$ cat src/rtl/bgf_pkg.sv
package bgf_pkg;
  typedef enum logic [1:0] {
    SLOT_NT  = 2'd0,
    SLOT_AT  = 2'd1,
    SLOT_PLO = 2'd2,
    SLOT_PHI = 2'd3
  } slot_kind_e;

  localparam int unsigned NUM_SLOTS  = 4;
  localparam int unsigned GROUP_DOTS = 8;
endpackage

$ cat src/rtl/bgf_rst_sync.sv
module bgf_rst_sync (
  input  logic clk,
  input  logic rst_n,
  output logic rst_n_sync
);
  logic [1:0] sync_q;

  always_ff @(posedge clk or negedge rst_n) begin
    if (!rst_n) sync_q <= 2'b00;
    else        sync_q <= {sync_q[0], 1'b1};
  end

  assign rst_n_sync = sync_q[1];
endmodule

$ cat src/rtl/bgf_slot_decode.sv
module bgf_slot_decode
  import bgf_pkg::*;
#(
  parameter int unsigned DOT_W       = 9,
  parameter int unsigned TILE_W      = 6,
  parameter int unsigned VIS_LAST    = 256,
  parameter int unsigned PRE_FIRST   = 321,
  parameter int unsigned SPARE_FIRST = 337,
  parameter int unsigned LINE_LAST   = 340
) (
  input  logic              render_en,
  input  logic [DOT_W-1:0]  dot,
  output logic              req,
  output slot_kind_e        kind,
  output logic [TILE_W-1:0] tile,
  output logic              cap,
  output logic              reload
);
  localparam logic [DOT_W-1:0]  D_ONE       = DOT_W'(1);
  localparam logic [DOT_W-1:0]  D_VIS_LAST  = DOT_W'(VIS_LAST);
  localparam logic [DOT_W-1:0]  D_PRE       = DOT_W'(PRE_FIRST);
  localparam logic [DOT_W-1:0]  D_SPARE     = DOT_W'(SPARE_FIRST);
  localparam logic [DOT_W-1:0]  D_LAST      = DOT_W'(LINE_LAST);
  localparam logic [DOT_W-1:0]  D_FIRST_RLD = DOT_W'(1 + GROUP_DOTS);
  localparam logic [DOT_W-1:0]  D_LAST_RLD  = DOT_W'(VIS_LAST + 1);
  localparam logic [DOT_W-1:0]  D_PRE_RLD0  = DOT_W'(PRE_FIRST + GROUP_DOTS);
  localparam logic [DOT_W-1:0]  D_PRE_RLD1  = DOT_W'(PRE_FIRST + 2 * GROUP_DOTS);
  localparam logic [TILE_W-1:0] T_VIS_BASE  = TILE_W'(2);
  localparam logic [TILE_W-1:0] T_SPARE     = TILE_W'(VIS_LAST / GROUP_DOTS + 2);

  logic [DOT_W-1:0] off;
  logic [DOT_W-1:0] pre_off;
  logic [2:0]       phase;
  logic             in_vis, in_pre, in_spare;

  always_comb begin
    off      = dot - D_ONE;
    pre_off  = dot - D_PRE;
    phase    = off[2:0];
    in_vis   = (dot >= D_ONE)   && (dot <= D_VIS_LAST);
    in_pre   = (dot >= D_PRE)   && (dot <  D_SPARE);
    in_spare = (dot >= D_SPARE) && (dot <= D_LAST);

    kind = in_spare ? SLOT_NT : slot_kind_e'(phase[2:1]);

    if (in_vis)      tile = TILE_W'(off >> 3) + T_VIS_BASE;
    else if (in_pre) tile = TILE_W'(pre_off >> 3);
    else             tile = T_SPARE;

    req = render_en && (in_vis || in_pre || in_spare) && !phase[0];
    cap = render_en && (in_vis || in_pre) && phase[0];

    reload = render_en &&
             (((dot >= D_FIRST_RLD) && (dot <= D_LAST_RLD) && (phase == 3'd0)) ||
              (dot == D_PRE_RLD0) || (dot == D_PRE_RLD1));
  end
endmodule

$ cat src/rtl/bgf_latch_bank.sv
module bgf_latch_bank
  import bgf_pkg::*;
#(
  parameter int unsigned DATA_W = 8
) (
  input  logic              clk,
  input  logic              rst_n,
  input  logic              cap,
  input  slot_kind_e        cap_kind,
  input  logic [DATA_W-1:0] rd_data,
  output logic [DATA_W-1:0] lat_out [NUM_SLOTS]
);
  for (genvar g = 0; g < NUM_SLOTS; g++) begin : g_lat
    logic              en;
    logic [DATA_W-1:0] lat_q;
    logic [DATA_W-1:0] lat_d;

    always_comb begin
      en    = cap && (cap_kind == slot_kind_e'(g));
      lat_d = en ? rd_data : lat_q;
    end

    always_ff @(posedge clk or negedge rst_n) begin
      if (!rst_n) lat_q <= '0;
      else        lat_q <= lat_d;
    end

    assign lat_out[g] = lat_q;
  end
endmodule

$ cat src/rtl/bg_fetch_seq.sv
module bg_fetch_seq
  import bgf_pkg::*;
#(
  parameter int unsigned DOT_W  = 9,
  parameter int unsigned DATA_W = 8,
  parameter int unsigned TILE_W = 6
) (
  input  logic              clk,
  input  logic              rst_n,
  input  logic [DOT_W-1:0]  dot,
  input  logic              render_en,
  input  logic [DATA_W-1:0] rd_data,
  output logic              fetch_req,
  output logic [1:0]        fetch_kind,
  output logic [TILE_W-1:0] fetch_tile,
  output logic              reload,
  output logic [DATA_W-1:0] nt_byte,
  output logic [DATA_W-1:0] at_byte,
  output logic [DATA_W-1:0] pat_lo,
  output logic [DATA_W-1:0] pat_hi
);
  logic              rst_n_sync;
  logic              cap;
  slot_kind_e        kind;
  logic [DATA_W-1:0] lat [NUM_SLOTS];

  bgf_rst_sync u_rst (
    .clk        (clk),
    .rst_n      (rst_n),
    .rst_n_sync (rst_n_sync)
  );

  bgf_slot_decode #(
    .DOT_W  (DOT_W),
    .TILE_W (TILE_W)
  ) u_dec (
    .render_en (render_en),
    .dot       (dot),
    .req       (fetch_req),
    .kind      (kind),
    .tile      (fetch_tile),
    .cap       (cap),
    .reload    (reload)
  );

  // Captured kind equals the current dot's kind: the data dot shares the slot.
  bgf_latch_bank #(
    .DATA_W (DATA_W)
  ) u_lat (
    .clk      (clk),
    .rst_n    (rst_n_sync),
    .cap      (cap),
    .cap_kind (kind),
    .rd_data  (rd_data),
    .lat_out  (lat)
  );

  assign fetch_kind = kind;
  assign nt_byte    = lat[SLOT_NT];
  assign at_byte    = lat[SLOT_AT];
  assign pat_lo     = lat[SLOT_PLO];
  assign pat_hi     = lat[SLOT_PHI];
endmodule

$ cat config.mk
export PLATFORM = sky130hd
export DESIGN_NAME = bg_fetch_seq
export DESIGN_NICKNAME = d
export VERILOG_FILES = /design/src/rtl/bgf_pkg.sv /design/src/rtl/bgf_rst_sync.sv /design/src/rtl/bgf_slot_decode.sv /design/src/rtl/bgf_latch_bank.sv /design/src/rtl/bg_fetch_seq.sv
export SDC_FILE = /design/constraint.sdc
export NUM_CORES = 1
export LEC_CHECK = 0
export CAP_MARGIN = 5
export CORE_MARGIN = 2
export CORE_UTILIZATION = 48
export CTS_CLUSTER_DIAMETER = 80
export CTS_CLUSTER_SIZE = 10
export DETAILED_ROUTE_END_ITERATION = 10
export PLACE_DENSITY = 0.89
export SKIP_CTS_REPAIR_TIMING = 1
export SLEW_MARGIN = 20
export SYNTH_ARGS = -nofsm -noshare
export SYNTH_HDL_FRONTEND = slang
export SYNTH_HIERARCHICAL = 1
export SYNTH_SLANG_ARGS = --single-unit
$ cat constraint.sdc
create_clock -name clk -period 5.79 [get_ports clk]
set_input_delay 1.158 -clock clk [delete_from_list [all_inputs] [get_ports clk]]
set_output_delay 1.158 -clock clk [all_outputs]
set_load 0.03 [all_outputs]
[After elaboration in Yosys (flattened, before gate mapping)]
Index checks and enable logic that the tools add are counted.
Storage, ports and cells
  flip-flop bits (word level): 34
  input bits: 20
  word-level logic and storage cells: 45
Cells by class
  $add $sub $neg: 3
  magnitude comparators: 8
  equal/unequal tests: 5
  mux-type cells: 3
  reductions and logical operators: 21
Operators by type and width (number)
  $le 9x9->1 const B: 3
  $eq 9x9->1 const B: 2
  $ge 9x9->1 const B: 2
  $logic_and 1x1->1: 14
  $mux 6: 2
  $ge 9x1->1 const B: 1
  $ge 9x4->1 const B: 1
  $lt 9x9->1 const B: 1
  $sub 9x1->9 const B: 1
  $sub 9x9->9 const B: 1
  $add 6x2->6 const B: 1
  $eq 2x2->1 const B: 2
  $logic_or 1x1->1: 4
  $logic_not 3->1: 1
  $eq 2x1->1 const B: 1
  $logic_not 2->1: 1
  $mux 2: 1
  $logic_not 1->1: 1

[Longest topological paths before layout]
Gate-level depths: netlist (run 1).
  word-level depth: 6
  gate-level depth with buffers: 11

[By module]
The synthesis (run 1) kept the hierarchy.
Modules (own cells, without submodules)
  bgf_latch_bank: times used 1, cells each 68, area each 1212.4 sq um, sequential area each 800.8 sq um
  bgf_slot_decode: times used 1, cells each 78, area each 531.8 sq um, sequential area each 0.0 sq um
  bgf_rst_sync: times used 1, cells each 3, area each 53.8 sq um, sequential area each 50.0 sq um

[Worst setup path before layout (run 1)]
OpenSTA, ideal clock, no wires.
  path kind: input to output
  from: input port dot[2]
  to: output port fetch_tile[5]
  arrival: 3320 ps
  path slack: 1312 ps
  stages: 11
  path through: buf_6 > or4_4 > buf_6 > nor2_1 > xor2_1 > ha_1 > nand3_1 > a21o_1 > o31ai_1 > mux2i_1 > a21oi_1
On the way
  cells in the longest elaborated chain, start to end: 4
RTL lines
  from (decl): RTL line bg_fetch_seq.sv:10  | input logic [DOT_W-1:0] dot,
  parallel branches: the longest is 3 deep, another holds $sub 9x1->9
  $mux 6 *: RTL line bgf_slot_decode.sv:46  | if (in_vis) tile = TILE_W'(off >> 3) + T_VIS_BASE;
  to (decl): RTL line bg_fetch_seq.sv:15  | output logic [TILE_W-1:0] fetch_tile,
Mark *: on every way between the ends.

[Worst setup path after layout (run 1)]
  from: input port dot[0]
  to: output port fetch_tile[5]
The elaborated chain is that of the path after synthesis.

==> flow_summary.json, run 1 <==
{
  "cts.clk_slew.worst_paths_ps": 60,
  "fp-row-count": 22,
  "drt_wl_total_mm": 4.14,
  "ios": 62,
  "stdcell_count": 261,
  "via_per_inst": 5.42,
  "critPathLaunch": "dot[0]",
  "cap_violations": 0,
  "synthArstFlopShare": 1.00,
  "critical_path_class": "in -> out",
  "grt_pass1_vias": 1449,
  "hold_viol_final": 0,
  "synth.top_cells.by_count": "dfrtp_1 (34), mux2_2 (32), nand3_1 (7), nor2_1 (7)",
  "path_max_fanout": 8,
  "cts_buffer_depth": 2,
  "synth_top_family_by_area": "multiplexers",
  "place_hpwl_mm": 2.98,
  "crit_required_ps": 4630,
  "worst_hold_slack_ps": 263,
  "initial_utilization": 0.495,
  "core_region_area_sq_um": 3630,
  "yosys_warnings": 6,
  "cts.sinks": 34,
  "drive_above_1_share": 0.244,
  "yosys.area_share.simple": 0.129,
  "grt_pass1_wl_mm": 6.91,
  "p_leak_nw": 1.07,
  "synth_xor_xnor_area_share": 0.0292,
  "muxShareOfSynthArea": 0.206,
  "die_area_sq_um": 4250,
  "htreeDepth": 2,
  "rsz0062_at_grt": "false",
  "area_delta_synth_final_pct": 41.1,
  "setup-violations-final": 0,
  "min_period_ps": 5430,
  "worstReg2RegStart": "u_lat/g_lat[2].lat_q[0]",
  "dp.cells": 255,
  "first_iter_violations": 118,
  "final_net_count": 238,
  "min_path_type": "reg -> async",
  "cts-root-buf": "clkbuf_8",
  "synth_seq_cells": 34,
  "vdd_ir_drop_max_v": 0.000317,
  "fillers": 269,
  "worst_setup_path_start_kind": "input port",
  "synth_area_leaders": "dfrtp_1 (47%), mux2_2 (20%), ha_1 (2.8%)",
  "die_w_um": 65.2,
  "synth-seq-area-share": 0.473,
  "fin_setup_tns_ps": 0,
  "min_period_over_period": 0.938,
  "synthFlopType": "dfrtp_1",
  "vias": 1415,
  "clock.fmax_mhz": 184,
  "port_buffers": 61,
  "synth_area_sq_um": 1800,
  "synthCells": 149,
  "cts_tree": "built",
  "relSlewSlack": 0.562,
  "gp_congestion": 0.836,
  "insertion_delay_ps": 280,
  "overflow": 0,
  "critPathCaptureType": "output port",
  "cp_data_arrival_time_ps": 4270,
  "synth_compound_area_frac": 0.0995,
  "synth_area_per_cell_sq_um": 12.1,
  "synth_edf_count": 0,
  "drc": 0,
  "power_density_nw_per_um2": 379,
  "route.detailed.wl_per_inst_um": 15.9,
  "gr-usage-all-layers": 0.214,
  "synth_top_area_frac": 0.473,
  "grt_max_degree": 33,
  "synth_area_leader_cell": "dfrtp_1",
  "cts_buffers": 5,
  "synth_nets": 173,
  "fin_worst_skew_ps": 3.63,
  "antenna_found_initial": 0,
  "antennaDiodeCount": 0,
  "slew_viol_final": 0,
  "die_h_um": 65.2,
  "synthAdderAreaFrac": 0.0278,
  "status": "completed",
  "worst_pin_slew_ps": 656,
  "ant_nets": 0,
  "first_pass_iters": 4,
  "yosysMostFrequentCell": "dfrtp_1",
  "synth_cell_types": 38
}
## layout make-up
class                           instances  area [sq um]  share of cell area
Timing Repair Buffer                   64           633               0.250
Tap cell                               48          60.1              0.0237
Clock buffer                            6          82.6              0.0326
Inverter                                6          22.5             0.00888
Multi-Input combinational cell        103           887               0.350
Sequential cell                        34           851               0.335
## where the power goes
part           switching, mW  internal, mW
combinational          0.244         0.204
clock                 0.0750        0.0915
sequential            0.0364         0.310
## worst paths after layout
path	slack [ps]	end	depth (start not counted)
max reg2reg	5010	u_lat/g_lat[2].lat_q[0]	1
max	360	fetch_tile[5]	11
max in group asynchronous	4640	u_rst/sync_q[0]	1
min reg2reg	260	u_lat/g_lat[3].lat_q[2]	1
min	260	u_lat/g_lat[3].lat_q[2]	1
min in group clk	350	u_rst/sync_q[1]	0
## layer usage
| layer | vias to the layer above | wire [um] | part of all wire | track usage |
|---|---|---|---|---|
| met5 | - | 0 | 0 | 0 |
| li1 | 673 | - | - | - |
| met1 | 664 | 1740 | 0.42 | 0.263 |
| met2 | 73 | 1930 | 0.46 | 0.353 |
| met3 | 5 | 436 | 0.11 | 0.0771 |
| met4 | 0 | 44 | 0.011 | 0.0625 |
## stage by stage
| step | util | instance area, sq um | total power [mW] | setup slack [ps] |
|---|---|---|---|---|
| finish | 0.698 | 2540 | 0.961 | 358 |
| global route | 0.698 | 2540 | 1.01 | 189 |
| CTS | 0.698 | 2540 | 0.971 | 373 |
| detailed placement | 0.675 | 2450 | 0.798 | 373 |
| global placement | 0.675 | 2450 | 0.792 | 487 |
| floorplan | - | 1800 | 0.601 | 1310 |
## critical path, cell delays in order
cell and delay, ps:
clkdlybuf4s50_1 540, or4_4 650, nor2_1 160, xor2_1 220, ha_1 260, nand3_1 100, a21o_1 170, o31ai_1 70
mux2i_1 130, a21oi_1 130, clkdlybuf4s50_1 680
## cells in the final DEF (no fill, tap or decap), types with 2 or more instances in the layout
cell / count
nand3_1: 7
mux2_2: 32
nand2_1: 3
inv_1: 6
clkbuf_8: 6
clkdlybuf4s50_1: 61
o31ai_1: 3
xnor2_1: 3
dfrtp_1: 34
xor2_1: 3
nand3b_2: 2
or4_1: 2
a21oi_1: 6
o21ai_0: 5
a21o_1: 3
nor2_1: 7
nor4_1: 3
buf_4: 3
ha_1: 4
## cells by family after synthesis
| logic type | count (synthesis) |
|---|---|
| simple gates | 35 |
| flops | 34 |
| buf+inv | 12 |
| fa+ha+maj | 4 |
| mux | 33 |
| xor+xnor | 6 |
| other cells | 1 |
| compound gates | 24 |
## registers in the layout, indices dropped and copies added (netlist names)
register / cells
u_rst/sync_q: 2
u_lat/g_lat.lat_q: 32
Note: power is estimated with default switching activity, not from simulation.
==> inputs of run 2 (changes only) <==
Settings changed: CORE_UTILIZATION 48 to 45, PLACE_DENSITY 0.89 to 0.85.
Clock period 5.79 ns to 5.4 ns, I/O delays scaled along.
==> run 2 against run 1 <==
  * Register-to-register slack lost 390 ps
  * Sequential power increased by 8.4%
  * Sequential share of layout area is 0.066 points lower
  * Combinational power grew 7.6%
  * Final cell count grew 1.1%
  * Critical path type unchanged
  * Largest cell class unchanged
  * Largest power group unchanged
==> flow_summary.json, run 2 (synthesis gave the netlist of run 1 again) <==
{
  "ant_nets": 0,
  "vias": 1461,
  "top_regs": "u_lat/g_lat.lat_q (32), u_rst/sync_q (2)",
  "cp_cell_sequence": "clkdlybuf4s50_1 > or4_4 > nor2_1 > xor2_1 > ha_1 > nand3_1 > a21o_1 > o31ai_1 > mux2i_1 > a21oi_1 > clkdlybuf4s50_1",
  "cts.clk_slew.worst_paths_ps": 70,
  "min_path_type": "reg -> async",
  "initial_utilization": 0.480,
  "rsz0062_at_grt": "false",
  "area_delta_synth_final_pct": 41.5,
  "fin_ws_ps": 238,
  "min_period_ps": 5160,
  "slew_viol_final": 0,
  "fin_util": 0.680,
  "cts-root-buf": "clkbuf_8",
  "core_region_area_sq_um": 3740,
  "regMostFlops": "u_lat/g_lat.lat_q",
  "die_h_um": 67.2,
  "crit_required_ps": 4320,
  "worst_setup_path_start_kind": "input port",
  "grt_pass1_wl_mm": 7.23,
  "final_net_count": 239,
  "dp.cells": 256,
  "largest_reg_flops": 32,
  "antenna_found_initial": 0,
  "drt_wl_total_mm": 4.42,
  "min_period_over_period": 0.956,
  "fin_setup_tns_ps": 0,
  "cts_buffers": 5,
  "path_max_fanout": 7,
  "ios": 62,
  "clock.fmax_mhz": 194,
  "critPathCaptureType": "output port",
  "die_w_um": 67.2,
  "pre_cts_slack_ps": 256,
  "route.detailed.wl_per_inst_um": 16.8,
  "relSlewSlack": 0.554,
  "drive_above_1_share": 0.255,
  "via_per_inst": 5.53,
  "vdd_ir_drop_max_v": 0.000282,
  "cts_tree": "built",
  "cpPeakStageDelay_ps": 680,
  "layout_common_cells": "clkdlybuf4s50_1 (61), dfrtp_1 (33), mux2_2 (32), nor2_1 (7), nand3_1 (7)",
  "insertion_delay_ps": 280,
  "status": "completed",
  "port_buffers": 61,
  "first_iter_violations": 92,
  "fin_worst_skew_ps": 6.55,
  "path_buf_inv": 2,
  "cap_violations": 0,
  "cp_slowest_cell": "clkdlybuf4s50_1",
  "critPathMostFrequentCell": "clkdlybuf4s50_1",
  "die_area_sq_um": 4520,
  "grt_max_degree": 33,
  "antennaDiodeCount": 0,
  "fp-row-count": 22,
  "cts.sinks": 34,
  "place_hpwl_mm": 3.25,
  "final_common_cell": "clkdlybuf4s50_1",
  "cts_buffer_depth": 2,
  "grt_pass1_vias": 1556,
  "hold_viol_final": 0,
  "overflow": 0,
  "worst_pin_slew_ps": 669,
  "drc": 0,
  "setup-violations-final": 0,
  "p_leak_nw": 1.07,
  "reg2reg_slack_ps": 4620,
  "htreeDepth": 2,
  "gp_congestion": 0.903,
  "first_pass_iters": 4,
  "fillers": 285,
  "gr-usage-all-layers": 0.215,
  "cp_data_arrival_time_ps": 4080,
  "power_density_nw_per_um2": 405,
  "cp_top_family": "buffers and inverters",
  "critical_path_class": "in -> out",
  "total_power_mw": 1.03,
  "stdcell_count": 264
}
-- run 2: cell types whose count changed in the layout (fill, tap and decap cells not counted) --
cell / change
clkinv_2: +2
buf_4: +1
clkbuf_1: +1
clkbuf_8: -1
dfrtp_1: -1
dfrtp_2: +1
-- run 2: final timing paths --
kind                                         start                      end  depth (start not counted)
setup / recovery                            dot[1]            fetch_tile[5]                         11
hold / removal                     u_rst/sync_q[1]  u_lat/g_lat[0].lat_q[2]                          0
setup reg to reg           u_lat/g_lat[2].lat_q[7]  u_lat/g_lat[2].lat_q[7]                          1
hold reg to reg                    u_rst/sync_q[1]  u_lat/g_lat[0].lat_q[2]                          0
max in group asynchronous                    rst_n          u_rst/sync_q[1]                          1
min in group clk                   u_rst/sync_q[0]          u_rst/sync_q[1]                          0
-- run 2: routing by layer --
layer | GRT usage | routed length (um)
met3 | 0.0650 | 373
met2 | 0.359 | 2130
met1 | 0.255 | 1830
met5 | 0 | 0
met4 | 0.0969 | 91
-- run 2: where the power goes --
part	switching, mW	internal (mW)	total (mW)
logic	0.263	0.220	0.482
clock network	0.0826	0.0890	0.172
registers	0.0440	0.333	0.376
total	0.389	0.641	1.03
-- run 2: area by class of cell --
class | count | area (sq um) | area share
clock inverter | 2 | 10.0 | 0.00393
sequential | 34 | 852 | 0.335
timing repair buffer | 65 | 641 | 0.252
clock buffer | 6 | 72.6 | 0.0285
inverter | 6 | 22.5 | 0.00885
multi-input combinational | 103 | 887 | 0.349
tap | 48 | 60.1 | 0.0236
-- run 2: metrics by stage --
stage,hold WS [ps],instance area (sq um)
2_1_floorplan,331,1800
5_1_grt,345,2540
3_5_place_dp,326,2460
6_report,306,2540
4_1_cts,329,2540
3_3_place_gp,340,2460
==> inputs of run 3 (changes only) <==
Settings changed: GPL_TIMING_DRIVEN from default to 0.
==> run 3 against run 2 <==
  * Die area is the same
  * Count of clock-buffer cells in the layout rose by 2
  * Combinational power decreased by 1%
  * Largest power group unchanged
  * Maximum frequency up 4.5%
  * Global-route usage decreased by 1.8 points
  * Final cell count fell by 0.38%
  * Critical path depth is 2 lower
  * Highest routed layer unchanged
  * Final area rose by 0.30%
  * Worst setup slack gained 220 ps
  * Register-to-register slack hardly changed
==> flow_summary.json, run 3 (synthesis gave the netlist of run 1 again) <==
{
  "status": "completed",
  "p_leak_nw": 1.08,
  "cap_violations": 0,
  "stdcell_count": 263,
  "rsz0062_at_grt": "false",
  "first_pass_iters": 4,
  "drt_wl_total_mm": 4.13,
  "cts.sinks": 34,
  "drc": 0,
  "total_power_mw": 1.07,
  "grt_max_degree": 33,
  "min_path_type": "reg -> async",
  "crit_required_ps": 4320,
  "reg2regPathDepth": 1,
  "fin_setup_tns_ps": 0,
  "initial_utilization": 0.480,
  "ios": 62,
  "first_iter_violations": 134,
  "critical_path_class": "in -> out",
  "port_buffers": 58,
  "overflow": 0,
  "insertion_delay_ps": 280,
  "area_delta_synth_final_pct": 42.0,
  "final_net_count": 238,
  "die_w_um": 67.2,
  "pre_cts_slack_ps": 122,
  "drive_above_1_share": 0.251,
  "antenna_found_initial": 0,
  "gr-usage-all-layers": 0.197,
  "place_hpwl_mm": 2.96,
  "cp_top_family": "buffers and inverters",
  "route.detailed.wl_per_inst_um": 15.7,
  "worst_hold_slack_ps": 312,
  "cts_tree": "built",
  "clock.fmax_mhz": 203,
  "layout_common_cells": "clkdlybuf4s50_1 (57), dfrtp_1 (33), mux2_2 (32), clkbuf_8 (8)",
  "fin_worst_skew_ps": 2.38,
  "cts_buffer_depth": 2,
  "worst_pin_slew_ps": 681,
  "power_density_nw_per_um2": 418,
  "dp.cells": 255,
  "cp_cell_sequence": "clkdlybuf4s50_1 > or4_4 > buf_6 > nor2_1 > xor2_1 > ha_1 > a21oi_1 > o21ai_0 > clkdlybuf4s50_1",
  "vias": 1446,
  "cp_data_arrival_time_ps": 3860,
  "cts.clk_slew.worst_paths_ps": 70,
  "antennaDiodeCount": 0,
  "fin_ws_ps": 462,
  "cts-root-buf": "clkbuf_8",
  "slew_viol_final": 0,
  "cp_slowest_cell": "clkdlybuf4s50_1",
  "fp-row-count": 22,
  "grt_pass1_vias": 1327,
  "cpPeakStageDelay_ps": 680,
  "crit_cells": 9,
  "critPathMostFrequentCell": "clkdlybuf4s50_1",
  "grt_pass1_wl_mm": 6.58,
  "gp_congestion": 0.811,
  "largest_reg_flops": 32,
  "htreeDepth": 2,
  "worst_setup_path_start_kind": "input port",
  "vdd_ir_drop_max_v": 0.000333,
  "die_area_sq_um": 4520,
  "min_period_over_period": 0.914,
  "final_common_cell": "clkdlybuf4s50_1",
  "path_buf_inv": 3,
  "cts_buffers": 5,
  "top_regs": "u_lat/g_lat.lat_q (32), u_rst/sync_q (2)",
  "regMostFlops": "u_lat/g_lat.lat_q",
  "die_h_um": 67.2,
  "via_per_inst": 5.50,
  "relSlewSlack": 0.546,
  "core_region_area_sq_um": 3740,
  "setup-violations-final": 0,
  "ant_nets": 0,
  "hold_viol_final": 0,
  "critPathCaptureType": "output port",
  "path_max_fanout": 8,
  "min_period_ps": 4940
}
-- run 3: metal layers --
metal / global-route usage / part of all wire / wire (um) / up-vias
met5: 0 / 0 / 0 / -
li1: - / - / - / 671
met4: 0.0612 / 0.011 / 47 / 0
met3: 0.0717 / 0.11 / 465 / 5
met1: 0.252 / 0.41 / 1680 / 701
met2: 0.312 / 0.47 / 1940 / 69
-- run 3: final cells by class --
type | count | area (sq um)
fill | 282 | 1190
inverter | 6 | 22.5
buffer | 6 | 37.5
tap | 48 | 60.1
multi-input combinational | 103 | 887
sequential | 34 | 852
timing repair buffer | 58 | 583
clock buffer | 8 | 110
-- run 3: power breakdown --
part	internal [mW]	total (mW)	switching, mW
logic	0.218	0.477	0.259
registers	0.332	0.375	0.0428
clock network	0.129	0.214	0.0855
total	0.679	1.07	0.387
-- run 3: final timing paths --
path                                               from                       to  slack (ps)
worst max-delay path                             dot[0]            fetch_tile[3]         460
worst min-delay path                    u_rst/sync_q[1]  u_lat/g_lat[1].lat_q[2]         310
worst max register to register  u_lat/g_lat[2].lat_q[5]  u_lat/g_lat[2].lat_q[5]        4630
worst min register to register          u_rst/sync_q[1]  u_lat/g_lat[1].lat_q[2]         310
max in group asynchronous                         rst_n          u_rst/sync_q[1]        4320
min in group clk                        u_rst/sync_q[0]          u_rst/sync_q[1]         350
-- run 3: stage by stage --
stage          cell area (sq um)   util
2_1_floorplan               1800      -
3_3_place_gp                2440  0.651
3_5_place_dp                2440  0.652
5_1_grt                     2550  0.682
6_report                    2550  0.682
4_1_cts                     2550  0.681
